[src/rtl/ycc_sync_pkg.sv]
package ycc_sync_pkg;

  // number of words in a timing code: preamble of three plus the flag word
  localparam int CODE_LEN = 4;

  typedef struct packed {
    logic hs;
    logic vs;
    logic fld;
  } sync_t;

  // flag word consistency: leading one plus four parity bits over F, V, H
  function automatic logic prot_ok(input logic lead, input logic f, input logic v,
                                   input logic h, input logic [3:0] p);
    return lead & (p[3] == (v ^ h)) & (p[2] == (f ^ h)) &
           (p[1] == (f ^ v)) & (p[0] == (f ^ v ^ h));
  endfunction

endpackage

[src/rtl/ycc_tap_line.sv]
module ycc_tap_line
  import ycc_sync_pkg::*;
#(
  parameter int DATA_W = 8,
  parameter int TAPS   = CODE_LEN
) (
  input  logic              clk,
  input  logic              rst,
  input  logic [DATA_W-1:0] din,
  input  sync_t             sin,
  output logic [DATA_W-1:0] dtap [TAPS],
  output sync_t             stap [TAPS]
);
  // tap 0 holds the newest word, tap TAPS-1 the oldest
  for (genvar i = 0; i < TAPS; i++) begin : g_tap
    if (i == 0) begin : g_head
      always_ff @(posedge clk) begin
        if (rst) begin
          dtap[i] <= '0;
          stap[i] <= '0;
        end else begin
          dtap[i] <= din;
          stap[i] <= sin;
        end
      end
    end else begin : g_body
      always_ff @(posedge clk) begin
        if (rst) begin
          dtap[i] <= '0;
          stap[i] <= '0;
        end else begin
          dtap[i] <= dtap[i-1];
          stap[i] <= stap[i-1];
        end
      end
    end
  end

  // cycles since reset, saturating at the window depth (used by the check)
  localparam int FILL_W = $clog2(TAPS + 1);
  localparam logic [FILL_W-1:0] FILL_MAX = FILL_W'(TAPS);
  logic [FILL_W-1:0] fill;

  always_ff @(posedge clk) begin
    if (rst) fill <= '0;
    else if (fill != FILL_MAX) fill <= fill + 1'b1;
  end

  // the oldest tap is the input from exactly TAPS edges before
  a_r1_tap_delay: assert property (@(posedge clk) disable iff (rst)
    (fill == FILL_MAX) |-> (dtap[TAPS-1] == $past(din, TAPS)));

endmodule

[src/rtl/ycc_trs_find.sv]
module ycc_trs_find
  import ycc_sync_pkg::*;
#(
  parameter int DATA_W = 8
) (
  input  logic [DATA_W-1:0] dtap [CODE_LEN],
  output logic              hit,
  output logic              f,
  output logic              v,
  output logic              h
);
  localparam logic [DATA_W-1:0] ONES = '1;
  localparam logic [DATA_W-1:0] ZERO = '0;

  logic [DATA_W-1:0] xy;
  logic              preamble;

  always_comb begin
    xy       = dtap[0];
    preamble = (dtap[CODE_LEN-1] == ONES) && (dtap[CODE_LEN-2] == ZERO) &&
               (dtap[CODE_LEN-3] == ZERO);
    f        = xy[DATA_W-2];
    v        = xy[DATA_W-3];
    h        = xy[DATA_W-4];
    hit      = preamble & prot_ok(xy[DATA_W-1], xy[DATA_W-2], xy[DATA_W-3],
                                  xy[DATA_W-4], xy[DATA_W-5 -: 4]);
  end

endmodule

[src/rtl/ycc_sync_track.sv]
module ycc_sync_track
  import ycc_sync_pkg::*;
#(
  parameter int DATA_W = 8
) (
  input  logic              clk,
  input  logic              rst,
  input  logic              emb_in,
  input  logic              code_out,
  input  logic              hit,
  input  logic              f,
  input  logic              v,
  input  logic              h,
  input  logic [DATA_W-1:0] word,
  input  sync_t             sync_in,
  output logic [DATA_W-1:0] out_data,
  output logic              out_hs,
  output logic              out_vs,
  output logic              out_fld,
  output logic              out_act
);
  localparam logic [DATA_W-1:0] BLANK_C = {1'b1, {(DATA_W-1){1'b0}}};
  localparam logic [DATA_W-1:0] BLANK_Y = {3'b000, 1'b1, {(DATA_W-4){1'b0}}};
  localparam int SKIP_W = $clog2(CODE_LEN);
  localparam logic [SKIP_W-1:0] SKIP_MAX = SKIP_W'(CODE_LEN - 1);
  localparam logic [SKIP_W-1:0] SKIP_MID = SKIP_W'(CODE_LEN - 2);

  logic [SKIP_W-1:0] skip;     // code words still to leave after the first
  logic              in_act;   // between a visible start-of-line and end-of-line
  logic              take;
  logic              chroma_slot;

  assign take        = emb_in & hit & (skip == '0);
  assign chroma_slot = take | (skip == SKIP_MID);

  always_ff @(posedge clk) begin
    if (rst) begin
      skip     <= '0;
      in_act   <= 1'b0;
      out_data <= '0;
      out_hs   <= 1'b0;
      out_vs   <= 1'b0;
      out_fld  <= 1'b0;
      out_act  <= 1'b0;
    end else begin
      if (take) skip <= SKIP_MAX;
      else if (skip != '0) skip <= skip - 1'b1;

      if (!emb_in) in_act <= 1'b0;
      else if (take) in_act <= ~h & ~v;

      if (!emb_in) begin
        out_data <= word;
        out_hs   <= sync_in.hs;
        out_vs   <= sync_in.vs;
        out_fld  <= sync_in.fld;
        out_act  <= ~sync_in.hs & ~sync_in.vs;
      end else if (code_out) begin
        out_data <= word;
        out_hs   <= 1'b0;
        out_vs   <= 1'b0;
        out_fld  <= 1'b0;
        out_act  <= 1'b0;
      end else begin
        if (take) begin
          out_hs  <= h;
          out_vs  <= v;
          out_fld <= f;
        end
        out_act  <= in_act & ~take & (skip == '0);
        out_data <= (take || skip != '0) ? (chroma_slot ? BLANK_C : BLANK_Y) : word;
      end
    end
  end

  // active video never overlaps horizontal or vertical sync
  a_r6_act_excl_sync: assert property (@(posedge clk) disable iff (rst)
    out_act |-> (!out_hs && !out_vs));

  // without an accepted code the recovered sync state does not move
  a_r8_hold_sync: assert property (@(posedge clk) disable iff (rst)
    (emb_in && !code_out && !take) |=> $stable({out_hs, out_vs, out_fld}));

  // code-stream output mode is a straight copy with no timing flags
  a_r3_code_copy: assert property (@(posedge clk) disable iff (rst)
    (emb_in && code_out) |=> ((out_data == $past(word)) && !out_act && !out_hs));

endmodule

[src/rtl/ycc_sync_extract.sv]
module ycc_sync_extract
  import ycc_sync_pkg::*;
#(
  parameter int DATA_W = 8
) (
  input  logic              clk,
  input  logic              rst,
  input  logic              cfg_emb_in,
  input  logic              cfg_code_out,
  input  logic [DATA_W-1:0] vid_in,
  input  logic              hs_in,
  input  logic              vs_in,
  input  logic              fld_in,
  output logic [DATA_W-1:0] vid_out,
  output logic              hs_out,
  output logic              vs_out,
  output logic              fld_out,
  output logic              act_out
);
  logic [DATA_W-1:0] dtap [CODE_LEN];
  sync_t             stap [CODE_LEN];
  sync_t             sync_now;
  logic              hit, f_flag, v_flag, h_flag;

  assign sync_now = '{hs: hs_in, vs: vs_in, fld: fld_in};

  ycc_tap_line #(.DATA_W(DATA_W), .TAPS(CODE_LEN)) u_taps (
    .clk  (clk),
    .rst  (rst),
    .din  (vid_in),
    .sin  (sync_now),
    .dtap (dtap),
    .stap (stap)
  );

  ycc_trs_find #(.DATA_W(DATA_W)) u_find (
    .dtap (dtap),
    .hit  (hit),
    .f    (f_flag),
    .v    (v_flag),
    .h    (h_flag)
  );

  ycc_sync_track #(.DATA_W(DATA_W)) u_track (
    .clk      (clk),
    .rst      (rst),
    .emb_in   (cfg_emb_in),
    .code_out (cfg_code_out),
    .hit      (hit),
    .f        (f_flag),
    .v        (v_flag),
    .h        (h_flag),
    .word     (dtap[CODE_LEN-1]),
    .sync_in  (stap[CODE_LEN-1]),
    .out_data (vid_out),
    .out_hs   (hs_out),
    .out_vs   (vs_out),
    .out_fld  (fld_out),
    .out_act  (act_out)
  );

endmodule

[config.mk]
export PLATFORM = sky130hd
export DESIGN_NAME = ycc_sync_extract
export DESIGN_NICKNAME = d
export VERILOG_FILES = /design/src/rtl/ycc_sync_pkg.sv /design/src/rtl/ycc_tap_line.sv /design/src/rtl/ycc_trs_find.sv /design/src/rtl/ycc_sync_track.sv /design/src/rtl/ycc_sync_extract.sv
export SDC_FILE = /design/constraint.sdc
export NUM_CORES = 1
export LEC_CHECK = 0
export BUFFER_PORTS_ARGS = -buffer_cell sky130_fd_sc_hd__buf_2
export CORE_UTILIZATION = 40
export CTS_CLUSTER_SIZE = 10
export DETAILED_ROUTE_END_ITERATION = 16
export GPL_ROUTABILITY_DRIVEN = 0
export GPL_TIMING_DRIVEN = 0
export PLACE_DENSITY = 0.59
export RECOVER_POWER = 25
export SLEW_MARGIN = 0
export SYNTH_ARGS = -nofsm -noshare
export SYNTH_HDL_FRONTEND = slang
export SYNTH_HIERARCHICAL = 1
export SYNTH_SLANG_ARGS = --single-unit
[constraint.sdc]
create_clock -name clk -period 1.4 [get_ports clk]
set_input_delay 0.14 -clock clk [delete_from_list [all_inputs] [get_ports clk]]
set_output_delay 0.14 -clock clk [all_outputs]
set_load 0.02 [all_outputs]
# [Yosys cells after proc, flatten, opt, wreduce, memory -nomap -nowiden]
# Cells that the tools add are included.
[op_classes] n_div=0 n_eq_ne=7 multipliers=0 bitwise_logic=22 mux=17 add_sub_neg=1 shifts=0 n_reduce_logical=9 magnitude_cmp=0
[ops] cell="two-way mux 8 bit" n=4
[ops] cell="logical NOT 8 bit" n=2
[ops] cell="bitwise AND 1 bit" n=11
[ops] cell="two-way mux 1 bit" n=11
[ops] cell="equality test 8 bit, second input constant" n=1
[ops] cell="NOT 1 bit" n=6
[ops] cell="equality test 1 bit" n=4
[ops] cell="two-way mux 2 bit" n=2
[ops] cell="nonzero test 2 bit" n=2
[ops] cell="XOR 1 bit" n=4
[ops] cell="inequality test 3 x 1 -> 1 bit, second input constant" n=1
[ops] cell="equality test 2 bit, second input constant" n=1
[ops] cell="logical AND 1 bit" n=2
[ops] cell="logical NOT 2 bit" n=1
[ops] cell="OR reduction 2 bit" n=1
[ops] cell="subtractor 2 x 1 -> 2 bit, second input constant" n=1
[ops] cell="logical OR 1 bit" n=1
[ops] cell="OR 1 bit" n=1
[word_totals] rom_bits=0 input_bits=15 output_inout_bits=12 wordCells=79 ram_bits=0 latchBits=0 reg_bits=59 mem_count=0

# [Longest topological paths before layout]
# Gate-level depths: netlist of the first run.
[depth] depth_word=14 depth_mapped=7 depth_no_buf=7

# [Hierarchy]
# The synthesis of the first run kept the hierarchy.
[by_module_without_submodules] module="ycc_tap_line" cells_per_inst=92 seq_area_each_um2=880.8 area_each_um2=1176.1 n_inst=1
[by_module_without_submodules] module="ycc_sync_track" cells_per_inst=61 seq_area_each_um2=300.3 area_each_um2=593.1 n_inst=1
[by_module_without_submodules] module="ycc_trs_find" cells_per_inst=23 seq_area_each_um2=0.0 area_each_um2=155.1 n_inst=1

# [Worst setup path after synthesis of the first run]
# No wires, ideal clock.
[synth_timing] path_kind="flip-flop to flip-flop" startpoint="reg u_taps/dtap[30] in the netlist's numbering" endpoint="reg u_track.out_fld" setup_ns=0.086 stages_incl_launch_ff=8 arrival_time_ns=1.447 slack_ns=-0.132 t_required_ns=1.314 path_buffers=0 period_less_slack_ns=1.532 path_cell_list="dfxtp_1 xor2_1 and3_1 o22ai_1 nor3_2 nand2_1 nor3b_1 a211oi_1"
[synth_between] elab_chain_cells=9 word_cells_on_any_way=16 classes_between="eq/ne (4); mux (3); bitwise (9)"
[synth_rtl] element="start, declared" line_no="ycc_tap_line.sv:11" source="output logic [DATA_W-1:0] dtap [TAPS],"
[synth_rtl] element="start signal, assigned by index" line_no="ycc_tap_line.sv:22" source="dtap[i] <= din;"
[synth_rtl] element="XOR 1 bit" line_no="ycc_sync_pkg.sv:15" source="return lead & (p[3] == (v ^ h)) & (p[2] == (f ^ h)) &"
[synth_rtl] element="equality test 1 bit" line_no="ycc_sync_pkg.sv:15"
[synth_rtl] element="bitwise AND 1 bit (2 in series)" line_no="ycc_sync_pkg.sv:15"
[synth_rtl] element="bitwise AND 1 bit *" line_no="ycc_sync_pkg.sv:16" source="(p[1] == (f ^ v)) & (p[0] == (f ^ v ^ h));"
[synth_rtl] element="bitwise AND 1 bit *" line_no="ycc_trs_find.sv:25" source="hit = preamble & prot_ok(xy[DATA_W-1], xy[DATA_W-2], xy[DATA_W-3],"
[synth_rtl] element="via hit" line_no="ycc_sync_extract.sv:23" source="logic hit, f_flag, v_flag, h_flag;"
[synth_rtl] element="bitwise AND 1 bit * (2 in series)" line_no="ycc_sync_track.sv:33" source="assign take = emb_in & hit & (skip == '0);"
[synth_rtl] element="inequality test 3 x 1 -> 1 bit (no source line) *"
[synth_rtl] element="end signal, assigned" line_no="ycc_sync_track.sv:56" source="out_fld <= sync_in.fld;"
[synth_rtl] element="end, declared" line_no="ycc_sync_track.sv:19" source="output logic out_fld,"
# The timed path passes the listed nets; every way through them passes the cells marked *. The select of a mux whose other input is x is not followed.
# A chain may end at the register's enable or synchronous reset.

# [Worst setup path after layout of the first run]
[layout_timing] startpoint="reg u_taps/dtap[28] in the netlist's numbering" endpoint="reg u_track.out_hs"
[layout_between] elab_chain_cells=10 word_cells_on_any_way=17 classes_between="eq/ne (4); mux (3); bitwise (10)"
[layout_rtl] element="XOR 1 bit" line_no="ycc_sync_pkg.sv:15"
[layout_rtl] element="equality test 1 bit" line_no="ycc_sync_pkg.sv:15"
[layout_rtl] element="bitwise AND 1 bit (3 in series)" line_no="ycc_sync_pkg.sv:15"
[layout_rtl] element="bitwise AND 1 bit *" line_no="ycc_sync_pkg.sv:16"
[layout_rtl] element="bitwise AND 1 bit *" line_no="ycc_trs_find.sv:25"
[layout_rtl] element="via hit" line_no="ycc_sync_extract.sv:23"
[layout_rtl] element="bitwise AND 1 bit * (2 in series)" line_no="ycc_sync_track.sv:33"
[layout_rtl] element="inequality test 3 x 1 -> 1 bit (no source line) *"
[layout_rtl] element="end signal, assigned" line_no="ycc_sync_track.sv:54" source="out_hs <= sync_in.hs;"
[layout_rtl] element="end signal, assigned" line_no="ycc_sync_track.sv:66" source="out_hs <= h;"
[layout_rtl] element="end, declared" line_no="ycc_sync_track.sv:17" source="output logic out_hs,"
# Marks and branches as above.

==> results of run 1 <==
==> metal layers <==
metal / global-route usage / share of wire
met1: 0.156 / 0.46
met2: 0.220 / 0.46
met3: 0.0549 / 0.040
met5: 0 / 0
met4: 0.113 / 0.037
==> critical path, delay by kind of cell (launching register included) <==
family | cells | cell delay [ns]
AND/OR/NAND/NOR | 3 | 0.58
flip-flops | 1 | 0.36
AO/OA/AOI/OAI | 2 | 0.36
XOR/XNOR | 1 | 0.16
multiplexers | 1 | 0.14
==> layout make-up <==
| type | count | area, µm² |
|---|---|---|
| timing repair buffer | 27 | 138 |
| fill | 421 | 2140 |
| buffer | 8 | 42.5 |
| tap | 52 | 65.1 |
| multi-input combinational | 107 | 731 |
| clock buffer | 11 | 131 |
| sequential | 59 | 1190 |
| clock inverter | 5 | 30.0 |
| inverter | 2 | 7.51 |
==> report_power, final <==
group,internal (µW),switching [µW]
Clock,632,623
Combinational,164,199
Sequential,1760,40.9
Total,2550,863
==> metrics by stage <==
stage	total power (µW)	std cells	area, µm²	hold WS [ns]
3_5_place_dp	2190	254	2130	0.356
3_3_place_gp	2170	254	2130	0.346
6_report	3420	271	2340	0.0176
2_1_floorplan	2100	176	1930	0.204
5_1_grt	3590	271	2340	0.0149
4_1_cts	3460	270	2320	0.00473
==> timing repair <==
item,CTS,global route
setup endpoints to repair,15,15
buffers inserted,0,1
pin swaps,6,5
gates resized for setup,9,2
==> placed cells by master (no fill, tap or decap), types with 3 or more instances in the layout <==
cell type and instances:
clkinv_2 3, a21oi_1 3, and2_1 6, nand2b_1 3, nor2b_1 45, clkbuf_8 9, dfxtp_1 55, nor3b_1 4
buf_4 4, nand2_1 4, buf_2 27, nor2_1 5, a211oi_1 3, nor3_1 3, clkbuf_1 6
==> state kept, by name, summed over array words and instances (netlist names) <==
register	count
u_taps/dtap	32
u_taps/stap	12
u_track/in_act	1
u_track/out_act	1
u_track/out_data	8
u_track/out_fld	1
u_track/out_hs	1
u_track/out_vs	1
u_track/skip	2
==> final timing paths <==
kind | startpoint | endpoint
hold / removal | vid_in[3] | u_taps/dtap[27]$_SDFF_PP0_
hold reg to reg | u_taps/stap[3]$_SDFF_PP0_ | u_taps/stap[0]$_SDFF_PP0_
setup reg to reg | u_taps/dtap[28]$_SDFF_PP0_ | u_track/out_hs$_SDFFE_PP0P_
setup / recovery | u_taps/dtap[28]$_SDFF_PP0_ | u_track/out_hs$_SDFFE_PP0P_
==> logic make-up after synthesis <==
logic type,synth area share
compound gates,0.0475
xor+xnor,0.0182
fa+ha+maj,0.0130
buf+inv,0.0280
flops,0.614
mux,0.0104
simple gates,0.269
==> impl_results.md, run 1 <==
- Overall global routing resource usage: 0.142
- First-pass GRT wire length: roughly 5200 µm
- Arrival @ worst endpoint: between 1.5 and 2 ns
- Max-cap violation count: 0
- Ys async rst share: 0
- Setup TNS: -3.72 ns
- # setup viols final: 15
- HPWL after DPL: 2130 µm
- Register bit count reported by yosys: between 50 and 60
- Largest net degree at the start of global routing: 11
- ANT nets after route: 0
- Largest cells by area after synthesis: dfxtp_1 (61%), nor2b_1 (15%), and2_1 (2.0%), xor2_1 (1.8%), nor3b_1 (1.6%)
- Crit path kind: reg2reg
- Max clock buf depth: 2
- Overall routed net length: about 3000 µm
- Share of layout cells above drive strength 1: 0.274
- Syn-to-layout area delta: 21.4%
- Leak: roughly 0.0010 µW
- Rows: 24
- Number of buffers added on ports: 26
- Total grt overflow: 0
- Die Height: 71.4 µm
- Share of the synthesized area in the top cell type: 0.614
- Yosys warns: 6
- CP max stage cell: dfxtp_4
- Initial antenna violation count: 0
- Core area: between 0.004 and 0.005 mm²
- RSZ-0062 raised after global routing: yes
- Boundary pin count: 27
- Die area: around 0.0051 mm²
- DRC violations left: 3
- WL per Instance: 11.4 µm
- Most used flip-flop cell after synthesis: dfxtp_1
- Die Wd: 71.4 µm
- Worst skew pair latency: roughly 0.33 ns
- Hold_buf cts: 0
- Crit-path max cell delay: about 0.36 ns
- Final worst path period share: 1.22
- PwrDens: 1460 mW/mm²
- Most common cell in the netlist: dfxtp_1
- Unique cell type count in the Yosys netlist: 32
- Post-layout nets: around 230
- Hold depth: 2
- WP data required: roughly 1.6 ns
- Post-synth EDFFs: 0
- Cells after Synth: 176
- Critical-path cell list: xor2_1 > nor3_1 > o22ai_2 > nor3_4 > nand2_2 > mux2i_1 > o31ai_1
- Via/cell ratio: about 4.6
- Initial Util: 0.430
- Average size of a mapped cell: ~11 µm²
- Most frequent cells after synthesis: dfxtp_1 (59), nor2b_1 (45), and2_1 (6)
- Final Util: 0.522
- Clk root buf: clkbuf_8
- Outcome: complete, but fails checks
- DRT iter0 DRCs: 35
- Worst slack at placement: -0.373 ns
- CTS H-tree depth: 3
- Critical Path Source Type: flip-flop
- Via count: 1243
- Reg2reg setup slack: -0.31 ns
- CTS buffer count: 9
- Crit Path Max Fanout: 6
- Pre-Repair DR Iteration Count: 10
- Sequential fraction of the synthesis area: 0.614
- Worst Hold Class: in2reg
- FF-to-FF path depth: 7
- Fin worst setup slack: -0.305 ns
- Worst slew pin tran: ~0.46 ns
- Relative max-transition margin: 0.695
- Diode count: 0
- Max Clk Rate: around 590 MHz
- Syn nets: around 190
- Fin. Hold Viols: 0
- Number of global-route vias before repair: 1159
- Peak supply drop: 846 µV
- Min cycle time layout: 1.71 ns
- Element type at the critical path end: flip-flop
- Synth area leader: dfxtp_1
- Failing checks: DRC, setup timing
- TritonCTS clock tree: done
- CTS sink cnt: slightly below 60
- Max-slew violations: 0
- Mapped cell area: just under 0.002 mm²
- Worst clock skew: 0.00536 ns
- Clock Pin Slew Worst Setup and Hold Paths: 0.06 ns
Power figures use the tool's default switching activity.
==> run 2: changes to the inputs <==
Settings changed: SETUP_SLACK_MARGIN from default to 0.2.
==> run 2 against run 1 <==
Against the previous run: the flow still finishes with violations (DRC, setup timing); cell area is 4.8% higher; clock skew is 0.0017 ns higher; combinational power is 4% higher; largest cell class unchanged; highest routed layer unchanged.
==> impl_results.md, run 2 (synthesis gave the netlist of run 1 again) <==
- Relative max-transition margin: 0.675 (was 0.695)
- Worst path depth: 7 (unchanged)
- Clk root buf: clkbuf_8 (unchanged)
- Critical Path Sink: u_track/out_vs$_SDFFE_PP0P_ (was u_track/out_hs$_SDFFE_PP0P_)
- First-pass GRT wire length: 5400 µm (was 5220 µm)
- Die Height: 71.4 µm (unchanged)
- Kind of cell adding the most delay to the critical path: simple AND/OR/NAND/NOR gates (unchanged)
- Max clock buf depth: 2 (unchanged)
- Outcome: complete, but fails checks (unchanged)
- Sw Share: 0.223 (was 0.252)
- FF-to-FF path depth: 7 (unchanged)
- CTS sink cnt: 59 (unchanged)
- Final worst path period share: 1.23 (was 1.22)
- Worst clock skew: 0.00710 ns (was 0.00536 ns)
- Via count: 1253 (was 1243)
- Boundary pin count: 27 (unchanged)
- Switch Pwr: 868 µW (was 863 µW)
- Reg-to-reg critical path startpoint: u_taps/dtap[28]$_SDFF_PP0_ (unchanged)
- Most frequent cells in the layout: dfxtp_1 (56), nor2b_1 (45), buf_2 (27) (was dfxtp_1 (55), nor2b_1 (45), buf_2 (27))
- Leak: 0.00105 µW (was 0.000999 µW)
- Syn-to-layout area delta: 27.2% (was 21.4%)
- RSZ-0062 raised after global routing: yes (unchanged)
- Reg2reg setup slack: -0.32 ns (was -0.31 ns)
- Die area: 0.00509 mm² (unchanged)
- Crit-path max cell delay: 0.37 ns (was 0.36 ns)
- Fin. Hold Viols: 0 (unchanged)
- Overall routed net length: 3290 µm (was 3090 µm)
- Largest registers: u_taps/dtap: 32 flops, u_taps/stap: 12 flops, u_track/out_data: 8 flops (unchanged)
- PwrDens: 1590 mW/mm² (was 1460 mW/mm²)
- Failing checks: DRC, setup timing (unchanged)
- Diode count: 0 (unchanged)
- Max-slew violations: 0 (unchanged)
- Total grt overflow: 0 (unchanged)
- Die Wd: 71.4 µm (unchanged)
- Critical-path cell list: xor2_2 > and3_1 > o22ai_2 > nor3_4 > nand2_2 > nor3b_2 > a211oi_2 (was xor2_1 > nor3_1 > o22ai_2 > nor3_4 > nand2_2 > mux2i_1 > o31ai_1)
- Number of global-route vias before repair: 1235 (was 1159)
- Worst slew pin tran: 0.488 ns (was 0.457 ns)
- Max-cap violation count: 0 (unchanged)
- ANT nets after route: 0 (unchanged)
- Crit Path Max Fanout: 6 (unchanged)
- DRC violations left: 4 (was 3)
- Crit path kind: reg2reg (unchanged)
- Element type at the critical path end: flip-flop (unchanged)
- Worst Hold Class: in2reg (unchanged)
- Worst slack at placement: -0.398 ns (was -0.373 ns)
- CP Buf/Inv Count: 0 (unchanged)
- Post-layout nets: 232 (was 231)
- Final Non-Filler Cells: 272 (was 271)
- WL per Instance: 12.1 µm (was 11.4 µm)
- CTS buffer count: 9 (unchanged)
- Placed Instances: 254 (unchanged)
- Rows: 24 (unchanged)
- Worst r2r dst: u_track/out_vs$_SDFFE_PP0P_ (was u_track/out_hs$_SDFFE_PP0P_)
- Worst skew pair latency: 0.33 ns (about the same)
- CP max stage cell: dfxtp_4 (unchanged)
- CP Launch Point: u_taps/dtap[28]$_SDFF_PP0_ (unchanged)
- Hold WS: 0.0159 ns (was 0.0176 ns)
- Via/cell ratio: 4.61 (was 4.59)
- # setup viols final: 15 (unchanged)
- Final Util: 0.547 (was 0.522)
- Share of layout cells above drive strength 1: 0.305 (was 0.274)
- Max Clk Rate: 580 MHz (was 586 MHz)
- Clock Pin Slew Worst Setup and Hold Paths: 0.06 ns (about the same)
- Min cycle time layout: 1.72 ns (was 1.71 ns)
- Fin worst setup slack: -0.325 ns (was -0.305 ns)
- WP data required: 1.66 ns (was 1.64 ns)
- Number of buffers added on ports: 26 (unchanged)
- Power Internal: 3020 µW (was 2550 µW)
- Most common cell after layout, fill and taps aside: dfxtp_1 (unchanged)
- Initial Util: 0.430 (unchanged)
- CTS H-tree depth: 3 (unchanged)
- Peak supply drop: 733 µV (was 846 µV)
- TritonCTS clock tree: done (unchanged)
- Overall global routing resource usage: 0.147 (was 0.142)
- Top reg by flops: u_taps/dtap (unchanged)
- DRT iter0 DRCs: 24 (was 35)
- Clk network pwr share: 0.441 (was 0.367)
- Flop pwr share: 0.463 (was 0.527)
- Core area: 0.00447 mm² (unchanged)
- Pre-Repair DR Iteration Count: 10 (unchanged)
- HPWL after DPL: 2180 µm (was 2130 µm)
- Arrival @ worst endpoint: 1.98 ns (was 1.94 ns)
- Initial antenna violation count: 0 (unchanged)
- Largest net degree at the start of global routing: 11 (unchanged)
- Critical Path Source Type: flip-flop (unchanged)
- Largest register FFs: 32 (unchanged)
- Tot Pwr: 3890 µW (was 3420 µW)
- Comb power frac: 0.097 (was 0.106)
==> run 2: cell count changes in the layout (fill, tap and decap cells not counted), moves of 2 or more <==
cell	before	now
xor2_1	2	0
clkinv_2	3	1
xor2_2	2	4
dfxtp_2	2	0
clkbuf_8	9	11
bufinv_16	0	2
==> run 2: area by class of cell <==
class,count,area [µm²]
inverters,2,7.51
multi-input cells,107,767
well taps,52,65.1
repair buffers,28,145
fillers,410,2030
clock inverters,4,72.6
plain buffers,8,42.5
clock buffers,12,155
flip-flops and latches,59,1190
==> run 2: worst register-to-register path, delay by kind of cell (launching register included) <==
| kind | cells | cell delay (ns) |
|---|---|---|
| simple gates | 4 | 0.80 |
| xor+xnor | 1 | 0.20 |
| compound gates | 2 | 0.29 |
| flops | 1 | 0.37 |
==> run 2: how the worst min path moves through the flow <==
stage | slack (ns) | to | start | depth (start not counted)
after floorplan | 0.20 | u_taps/dtap[29]$_SDFF_PP0_ | rst | 1
after global placement | 0.35 | u_taps/dtap[28]$_SDFF_PP0_ | vid_in[4] | 2
after detailed placement | 0.36 | u_taps/dtap[27]$_SDFF_PP0_ | vid_in[3] | 2
after CTS | 0.0007 | u_taps/dtap[27]$_SDFF_PP0_ | vid_in[3] | 2
after global routing | 0.02 | u_taps/dtap[27]$_SDFF_PP0_ | vid_in[3] | 2
final | 0.02 | u_taps/dtap[27]$_SDFF_PP0_ | vid_in[3] | 2
==> run 2: repair_timing <==
action                                  4_1_cts  5_1_grt
gates resized for setup                      12        5
endpoints found under the setup margin       15       15
setup buffers                                 1        1
hold buffers                                  0        0
pin swaps                                    11        6
==> run 2: per-stage QoR <==
stage	setup TNS, ns	area, µm²
after floorplan	-0.848	1930
after global placement	-4.26	2130
after detailed placement	-4.68	2130
after CTS	-3.38	2420
after global routing	-6.16	2450
final	-3.95	2450
==> run 2: power by group through the flow <==
stage / Sequential [µW] / Combinational, µW / Clock [µW]
finish: 1800 / 376 / 1720
global route: 1810 / 423 / 1840
CTS: 1800 / 374 / 1760
detailed placement: 1840 / 357 / 0
global placement: 1830 / 342 / 0
floorplan: 1840 / 256 / 0
==> run 2: routing by layer <==
metal / up-vias / global-route usage / part of all wire
met2: 27 / 0.236 / 0.49
li1: 648 / - / -
met4: 0 / 0.120 / 0.025
met5: - / 0 / 0
met1: 569 / 0.152 / 0.43
met3: 9 / 0.0605 / 0.049
